===== src/rtl/oc_trip_pkg.sv =====
package oc_trip_pkg;

  // A zero interval setting is treated as one unit so the trip is never released at once.
  function automatic logic [31:0] clamp_units(input logic [31:0] units);
    return (units == 32'd0) ? 32'd1 : units;
  endfunction

endpackage


===== src/rtl/oc_noise_filter.sv =====
module oc_noise_filter #(
  parameter int FILT_CYC = 4
) (
  input  logic clk,
  input  logic rst_n,
  input  logic raw_i,
  output logic filt_o
);
  localparam int CW = $clog2(FILT_CYC + 1);

  logic [CW-1:0] run_q, run_d;

  always_comb begin
    if (!raw_i)                        run_d = '0;
    else if (run_q != CW'(FILT_CYC))   run_d = run_q + 1'b1;
    else                               run_d = run_q;
  end

  always_ff @(posedge clk or negedge rst_n) begin
    if (!rst_n) run_q <= '0;
    else        run_q <= run_d;
  end

  assign filt_o = (run_q == CW'(FILT_CYC));
endmodule


===== src/rtl/oc_clear_timer.sv =====
module oc_clear_timer #(
  parameter int LIM_W = 8
) (
  input  logic             clk,
  input  logic             rst_n,
  input  logic             run_i,
  input  logic [LIM_W-1:0] lim_i,
  output logic             expire_o
);
  logic [LIM_W-1:0] tmr_q, tmr_d;
  logic             tmr_en;

  assign expire_o = run_i && (tmr_q == LIM_W'(lim_i - 1'b1));

  always_comb begin
    tmr_en = run_i || (tmr_q != '0);
    if (!run_i || expire_o) tmr_d = '0;
    else                    tmr_d = tmr_q + 1'b1;
  end

  always_ff @(posedge clk or negedge rst_n) begin
    if (!rst_n)      tmr_q <= '0;
    else if (tmr_en) tmr_q <= tmr_d;
  end
endmodule


===== src/rtl/oc_trip_latch.sv =====
module oc_trip_latch (
  input  logic clk,
  input  logic rst_n,
  input  logic set_i,
  input  logic clr_i,
  output logic trip_o
);
  logic trip_q, trip_d;

  // set wins over clear
  always_comb trip_d = set_i | (trip_q & ~clr_i);

  always_ff @(posedge clk or negedge rst_n) begin
    if (!rst_n) trip_q <= 1'b0;
    else        trip_q <= trip_d;
  end

  assign trip_o = trip_q;
endmodule


===== src/rtl/oc_flag_delay.sv =====
module oc_flag_delay #(
  parameter int FLAG_DLY = 5
) (
  input  logic clk,
  input  logic rst_n,
  input  logic src_i,
  output logic flag_n_o
);
  logic [FLAG_DLY-1:0] pipe_q, pipe_d;

  generate
    if (FLAG_DLY == 1) begin : g_single
      always_comb pipe_d = src_i;
    end else begin : g_chain
      always_comb pipe_d = {pipe_q[FLAG_DLY-2:0], src_i};
    end
  endgenerate

  always_ff @(posedge clk or negedge rst_n) begin
    if (!rst_n) pipe_q <= '0;
    else        pipe_q <= pipe_d;
  end

  assign flag_n_o = ~pipe_q[FLAG_DLY-1];
endmodule


===== src/rtl/oc_trip_guard.sv =====
module oc_trip_guard
  import oc_trip_pkg::*;
#(
  parameter int FILT_CYC = 4,
  parameter int UNIT_CYC = 8,
  parameter int UNIT_W   = 4,
  parameter int FLAG_DLY = 5,
  parameter int N_GATE   = 6
) (
  input  logic              clk,
  input  logic              rst_n,
  input  logic              oc_in,
  input  logic              en_in,
  input  logic              uv_in,
  input  logic [UNIT_W-1:0] clr_units,
  input  logic [N_GATE-1:0] gate_in,
  output logic [N_GATE-1:0] gate_out,
  output logic              trip_o,
  output logic              fault_n_o
);
  localparam int LIM_W = UNIT_W + $clog2(UNIT_CYC) + 1;

  logic             filt_w;
  logic             expire_w;
  logic             trip_w;
  logic             pass_w;
  logic [LIM_W-1:0] lim_w;

  always_comb lim_w = LIM_W'(clamp_units(32'(clr_units)) * UNIT_CYC);

  oc_noise_filter #(.FILT_CYC(FILT_CYC)) u_filt (
    .clk(clk), .rst_n(rst_n), .raw_i(oc_in), .filt_o(filt_w)
  );

  oc_trip_latch u_latch (
    .clk(clk), .rst_n(rst_n), .set_i(filt_w), .clr_i(expire_w), .trip_o(trip_w)
  );

  oc_clear_timer #(.LIM_W(LIM_W)) u_tmr (
    .clk(clk), .rst_n(rst_n), .run_i(trip_w), .lim_i(lim_w), .expire_o(expire_w)
  );

  oc_flag_delay #(.FLAG_DLY(FLAG_DLY)) u_flag (
    .clk(clk), .rst_n(rst_n), .src_i(trip_w | uv_in), .flag_n_o(fault_n_o)
  );

  assign pass_w = en_in & ~trip_w & ~uv_in;
  assign trip_o = trip_w;

  generate
    for (genvar g = 0; g < N_GATE; g++) begin : g_mask
      assign gate_out[g] = gate_in[g] & pass_w;
    end
  endgenerate
endmodule


===== config.mk =====
export PLATFORM = sky130hd
export DESIGN_NAME = oc_trip_guard
export DESIGN_NICKNAME = d
export VERILOG_FILES = /design/src/rtl/oc_trip_pkg.sv /design/src/rtl/oc_noise_filter.sv /design/src/rtl/oc_clear_timer.sv /design/src/rtl/oc_trip_latch.sv /design/src/rtl/oc_flag_delay.sv /design/src/rtl/oc_trip_guard.sv
export SDC_FILE = /design/constraint.sdc
export NUM_CORES = 1
export LEC_CHECK = 0
export ABC_CLOCK_PERIOD_IN_PS = 1900
export BUFFER_PORTS_ARGS = -buffer_cell sky130_fd_sc_hd__buf_4
export CAP_MARGIN = 0
export CORE_ASPECT_RATIO = 1.4
export CORE_MARGIN = 5
export CORE_UTILIZATION = 33
export DETAILED_ROUTE_END_ITERATION = 8
export HOLD_SLACK_MARGIN = 0.06
export SKIP_CTS_REPAIR_TIMING = 1
export SLEW_MARGIN = 20
export SYNTH_ARGS = -nofsm -noshare
export SYNTH_HDL_FRONTEND = slang
export SYNTH_SLANG_ARGS = --single-unit

===== constraint.sdc =====
create_clock -name clk -period 1.9 [get_ports clk]
set_clock_uncertainty 0.1 [all_clocks]
set_input_delay 0.095 -clock clk [delete_from_list [all_inputs] [get_ports clk]]
set_output_delay 0.095 -clock clk [all_outputs]
set_load 0.01 [all_outputs]

Word level (Yosys, flattened, before mapping)
Index checks and enable logic that the tools add are counted.
{ "word_totals": {"wordCells": 36, "input_bits": 15, "output_inout_bits": 8, "ff_bits": 17} }
{ "op_classes": {"n_eq_ne": 4, "n_reduce_logical": 6, "n_addsub": 3, "bitwise_logic": 15, "mux": 4} }
{ "ops": {"columns": ["op", "n"], "rows": [
  ["1-bit AND", 9],
  ["8-bit by 1-bit adder with 8-bit output (second input constant)", 1],
  ["8-bit == test", 1],
  ["8-bit two-way mux", 1],
  ["8-bit nonzero test", 1],
  ["7-bit by 1-bit subtractor with 8-bit output (second input constant)", 1],
  ["3-bit two-way mux", 2],
  ["4-bit logical NOT", 1],
  ["4-bit two-way mux", 1],
  ["1-bit inverter", 4],
  ["3-bit by 1-bit adder with 3-bit output (second input constant)", 1],
  ["3-bit == test (second input constant)", 1],
  ["3-bit != test (second input constant)", 1],
  ["1-bit logical OR", 2],
  ["2-bit by 1-bit != test with 1-bit output (second input constant)", 1],
  ["1-bit bitwise OR", 2],
  ["1-bit logical AND", 1],
  ["1-bit logical NOT", 1]
]} }

Longest topological paths before layout
{ "depth": {"depth_word": 8, "ltp_mapped": 8, "mapped_depth_nobuf": 8} }

Cells and area by module
From an unflattened synthesis, not the netlist that was laid out.
{ "unflattened": {"hier_cells": 128, "area_unflattened_um2": 1212.4} }
{ "by_module_without_submodules": {"columns": ["mod", "cells_each", "n_inst", "area_each_um2", "seq_area_each_um2"], "rows": [
  ["oc_clear_timer", 88, 1, 787.0, 200.2],
  ["oc_noise_filter", 17, 1, 171.4, 75.1],
  ["oc_flag_delay", 6, 1, 128.9, 125.1],
  ["oc_trip_guard", 14, 1, 88.8, 0.0],
  ["oc_trip_latch", 3, 1, 36.3, 25.0]
]} }

Least setup slack after synthesis
No wires, ideal clock.
{ "synth_timing": {"path_type": "input port to flip-flop", "start": "input port clr_units[1]", "end": "register u_tmr.tmr_q[1]", "path_buffers": 0, "setup_time_ns": 0.140, "path_stages": 8, "required_ns": 1.660, "t_arrival_ns": 1.348, "setup_slack_ns": 0.312, "path_cell_list": "nor3_1 -> nor2_1 -> ha_1 -> nor3b_1 -> xnor2_1 -> nand2_1 -> nor4_4 -> o21ai_0"} }
{ "synth_between": {"elab_chain_cells": 7} }
{ "synth_rtl": {"columns": ["item", "line", "source"], "rows": [
  ["start, declared", "oc_trip_guard.sv:15", "input logic [UNIT_W-1:0] clr_units,"],
  ["4-bit logical NOT", "oc_trip_pkg.sv:5", "return (units == 32'd0) ? 32'd1 : units;"],
  ["4-bit two-way mux (*)", "oc_trip_pkg.sv:5", null],
  ["7-bit by 1-bit subtractor with 8-bit output (*)", "oc_clear_timer.sv:13", "assign expire_o = run_i && (tmr_q == LIM_W'(lim_i - 1'b1));"],
  ["8-bit == test (*)", "oc_clear_timer.sv:13", null],
  ["1-bit logical AND (*)", "oc_clear_timer.sv:13", null],
  ["1-bit logical OR (*)", "oc_clear_timer.sv:17", "if (!run_i || expire_o) tmr_d = '0;"],
  ["8-bit two-way mux (*)", "oc_clear_timer.sv:17", null],
  ["end signal, assigned", "oc_clear_timer.sv:23", "else if (tmr_en) tmr_q <= tmr_d;"],
  ["end, declared", "oc_clear_timer.sv:10", "logic [LIM_W-1:0] tmr_q, tmr_d;"]
]} }
Every way passes the cells marked *; elsewhere a longest branch is shown, timed or not.
A chain may end at the register's enable or synchronous reset.

Worst setup path in the final report
{ "layout_timing": {"start": "register u_latch.trip_q, in the netlist u_latch.trip_o", "end": "output port gate_out[3]"} }
{ "layout_between": {"elab_chain_cells": 4} }
{ "layout_rtl": {"columns": ["item", "line", "source"], "rows": [
  ["start, declared", "oc_trip_latch.sv:8", "logic trip_q, trip_d;"],
  ["start signal, assigned", "oc_trip_latch.sv:15", "else trip_q <= trip_d;"],
  ["1-bit inverter", "oc_trip_guard.sv:47", "assign pass_w = en_in & ~trip_w & ~uv_in;"],
  ["1-bit AND (2 in a row)", "oc_trip_guard.sv:47", null],
  ["1-bit AND", "oc_trip_guard.sv:52", "assign gate_out[g] = gate_in[g] & pass_w;"],
  ["end, declared", "oc_trip_guard.sv:17", "output logic [N_GATE-1:0] gate_out,"]
]} }
No other way between the ends.

==> key figures <==
Status
  – Outcome: completed

Synthesis
  – Cell count after synthesis: 95
  – Syn avg cell area: 9.67 sq um
  – Asr flop ratio synth: 100%
  – EDFF count, synth: 0
  – Cell Area, Synth: 918 sq um
  – Synthesis warning total: 0
  – Library cells used by synthesis: 22
  – Top_reg_cell synth: dfrtp_1
  – Post-synthesis sequential area ratio: 46.3%
  – Post-Syn Nets: 115
  – Synth Register Bits: 17
  – Synth top area share: 46.3%
  – Area contributors post-synth: dfrtp_1 46%, xnor2_1 7.6%, ha_1 6.8%
  – Area leader, netlist: dfrtp_1

CTS
  – Longest Clk Path Bufs: 2
  – Root Driver: clkbuf_4
  – CTS clk-pin slew, worst paths: 0.10 ns
  – Skew-Pair Late Insertion Delay: 0.29 ns
  – CTS sink count: 17
  – H-tree levels: 1
  – Num CTS Buffers: 3
  – TritonCTS clock tree: yes

Global routing
  – First-pass GRT wire length: 3110 um
  – Vias in the first global route: 757
  – Largest net degree at the start of global routing: 18
  – GRT Total Usage: 10.8%
  – GRT overflow: 0
  – Initial antenna violation count: 0

Floorplanning
  – Die Span Y: 72.4 um
  – Starting Density: 34.8%
  – Chip width: 54.6 um
  – Die Area: 3950 sq um
  – Ports: 23
  – Core box area: 2640 sq um
  – Std-Cell Rows: 22

Place
  – IO buf count: 22
  – # placed instances: 152
  – Setup WS pre-CTS: -0.00688 ns
  – Placer Congestion: 0.797
  – DP HPWL: 1470 um

Finish
  – Most frequent cells in the layout: 23 x buf_4, 17 x dfrtp_1, 9 x inv_1
  – Core Util, Final: 44.9%
  – Syn-to-layout area delta: 29.2%
  – Nets@finish: 145
  – Most common cell after layout, fill and taps aside: buf_4
  – Diode count: 0
  – Ratio of cells with drive above 1 in the final layout: 23.4%
  – Final Non-Filler Cells: 160

Worst setup path
  – Worst Path Arrival: 1.60 ns
  – Type of the worst setup path: reg2out
  – Worst-path fanout max: 6
  – WP data required: 1.70 ns
  – Setup crit end kind: output pin
  – CP Launch Type: register

Route
  – Starting DRC count in detailed routing: 10
  – Wire per inst: 11.9 um
  – DRC viols: 0
  – Vias: 748
  – Drt first pass iters: 4
  – Routed wire length: 1900 um
  – Final ANT Viol Nets: 0
  – Via-to-Cell Ratio: 4.68

Power
  – PwrDens: 1030 nW/um^2
  – Peak VDD IR: 506 uV
  – Leakage: 0.550 nW

Timing
  – Fmax: 558 MHz
  – Final Hold Viols: 0
  – Post-route minimum period: 1.79 ns
  – Final Max Tran Viols: 0
  – Worst Max-Slew Pin Slew: 0.383 ns
  – PnR worst setup slack: 0.109 ns
  – Worst slew margin: 74.3%
  – Final setup violation count: 0
  – Crit share post-route: 94.2%

Flow run
  – Max-cap violations: 0

Min path
  – Hold crit path type: in2async
[cell usage after synthesis (all sizes together), types with 2 or more instances]
cell type and n:
ha 5, inv 9, dfrtp 17, and2 7, nor2 7, nand2 8
nor3 7, a31oi 2, o21ai 5, xnor2 8, nor4 2, xor2 4
nand3 6
[kinds of logic after synthesis]
group / after synthesis / synth area share (%)
buffers and inverters: 10 / 4.50
DFF: 17 / 46.3
adders and majority gates: 5 / 6.81
and+or+nand+nor: 40 / 23.3
xor gates and xnor gates: 12 / 11.4
muxes: 1 / 1.09
AOI/OAI and AO/OA: 10 / 6.54
[layout make-up]
cell class | instances | area (sq um)
clock buffers | 3 | 22.5
clock inverters | 1 | 5.00
fillers | 284 | 1460
inverters | 9 | 33.8
multi-input cells | 68 | 452
flip-flops and latches | 17 | 425
well taps | 36 | 45.0
repair buffers | 26 | 203
[report_power, final]
part | internal (mW) | switching, mW | leakage, nW
Combinational | 0.212 | 0.219 | 0.335
Clock | 0.0783 | 0.113 | 0.0177
Sequential | 0.463 | 0.133 | 0.198
Total | 0.753 | 0.465 | 0.550
[stage by stage]
stage                     TNS [ns]  total power [mW]  hold slack (ns)  area (sq um)
after CTS                        0              1.23           -0.452          1150
after detailed placement  -0.00775              1.03           -0.126          1120
after global placement           0              1.02           -0.133          1120
after floorplan                  0             0.894           -0.301           918
final                            0              1.22           0.0902          1190
after global routing       -0.0444              1.32            0.121          1190
[layer usage]
layer / GRT usage, % / vias up / wire, um
li1: - / 373 / -
met1: 11.4 / 354 / 751
met2: 19.2 / 17 / 1040
met3: 2.46 / 4 / 74
met4: 5.26 / 0 / 33
met5: 0 / - / 0
[state kept, by name, indices dropped and copies added, names as in the netlist]
signal / cells
u_filt.run_q: 3
u_tmr.tmr_q: 8
u_flag.pipe_q: 5
u_latch.trip_o: 1
[critical path, cell delays in order, from the launching register on]
cell and delay (ns):
dfrtp_1 0.47, or2_2 0.33, nor2_1 0.22, and2_1 0.17, buf_4 0.11
[path summary, 6_finish.rpt]
check | start | end | slack (ns) | cells after the start
min in group clk | u_flag.pipe_q[0] | u_flag.pipe_q[1] | 0.26 | 0
max in group asynchronous | rst_n | u_tmr.tmr_q[0] | 1.42 | 2
max reg2reg | u_tmr.tmr_q[3] | u_tmr.tmr_q[1] | 0.19 | 6
max | u_latch.trip_o | gate_out[3] | 0.11 | 4
min | rst_n | u_filt.run_q[0] | 0.09 | 2
min reg2reg | u_flag.pipe_q[0] | u_flag.pipe_q[1] | 0.26 | 0
(Power assumes the default switching activity.)
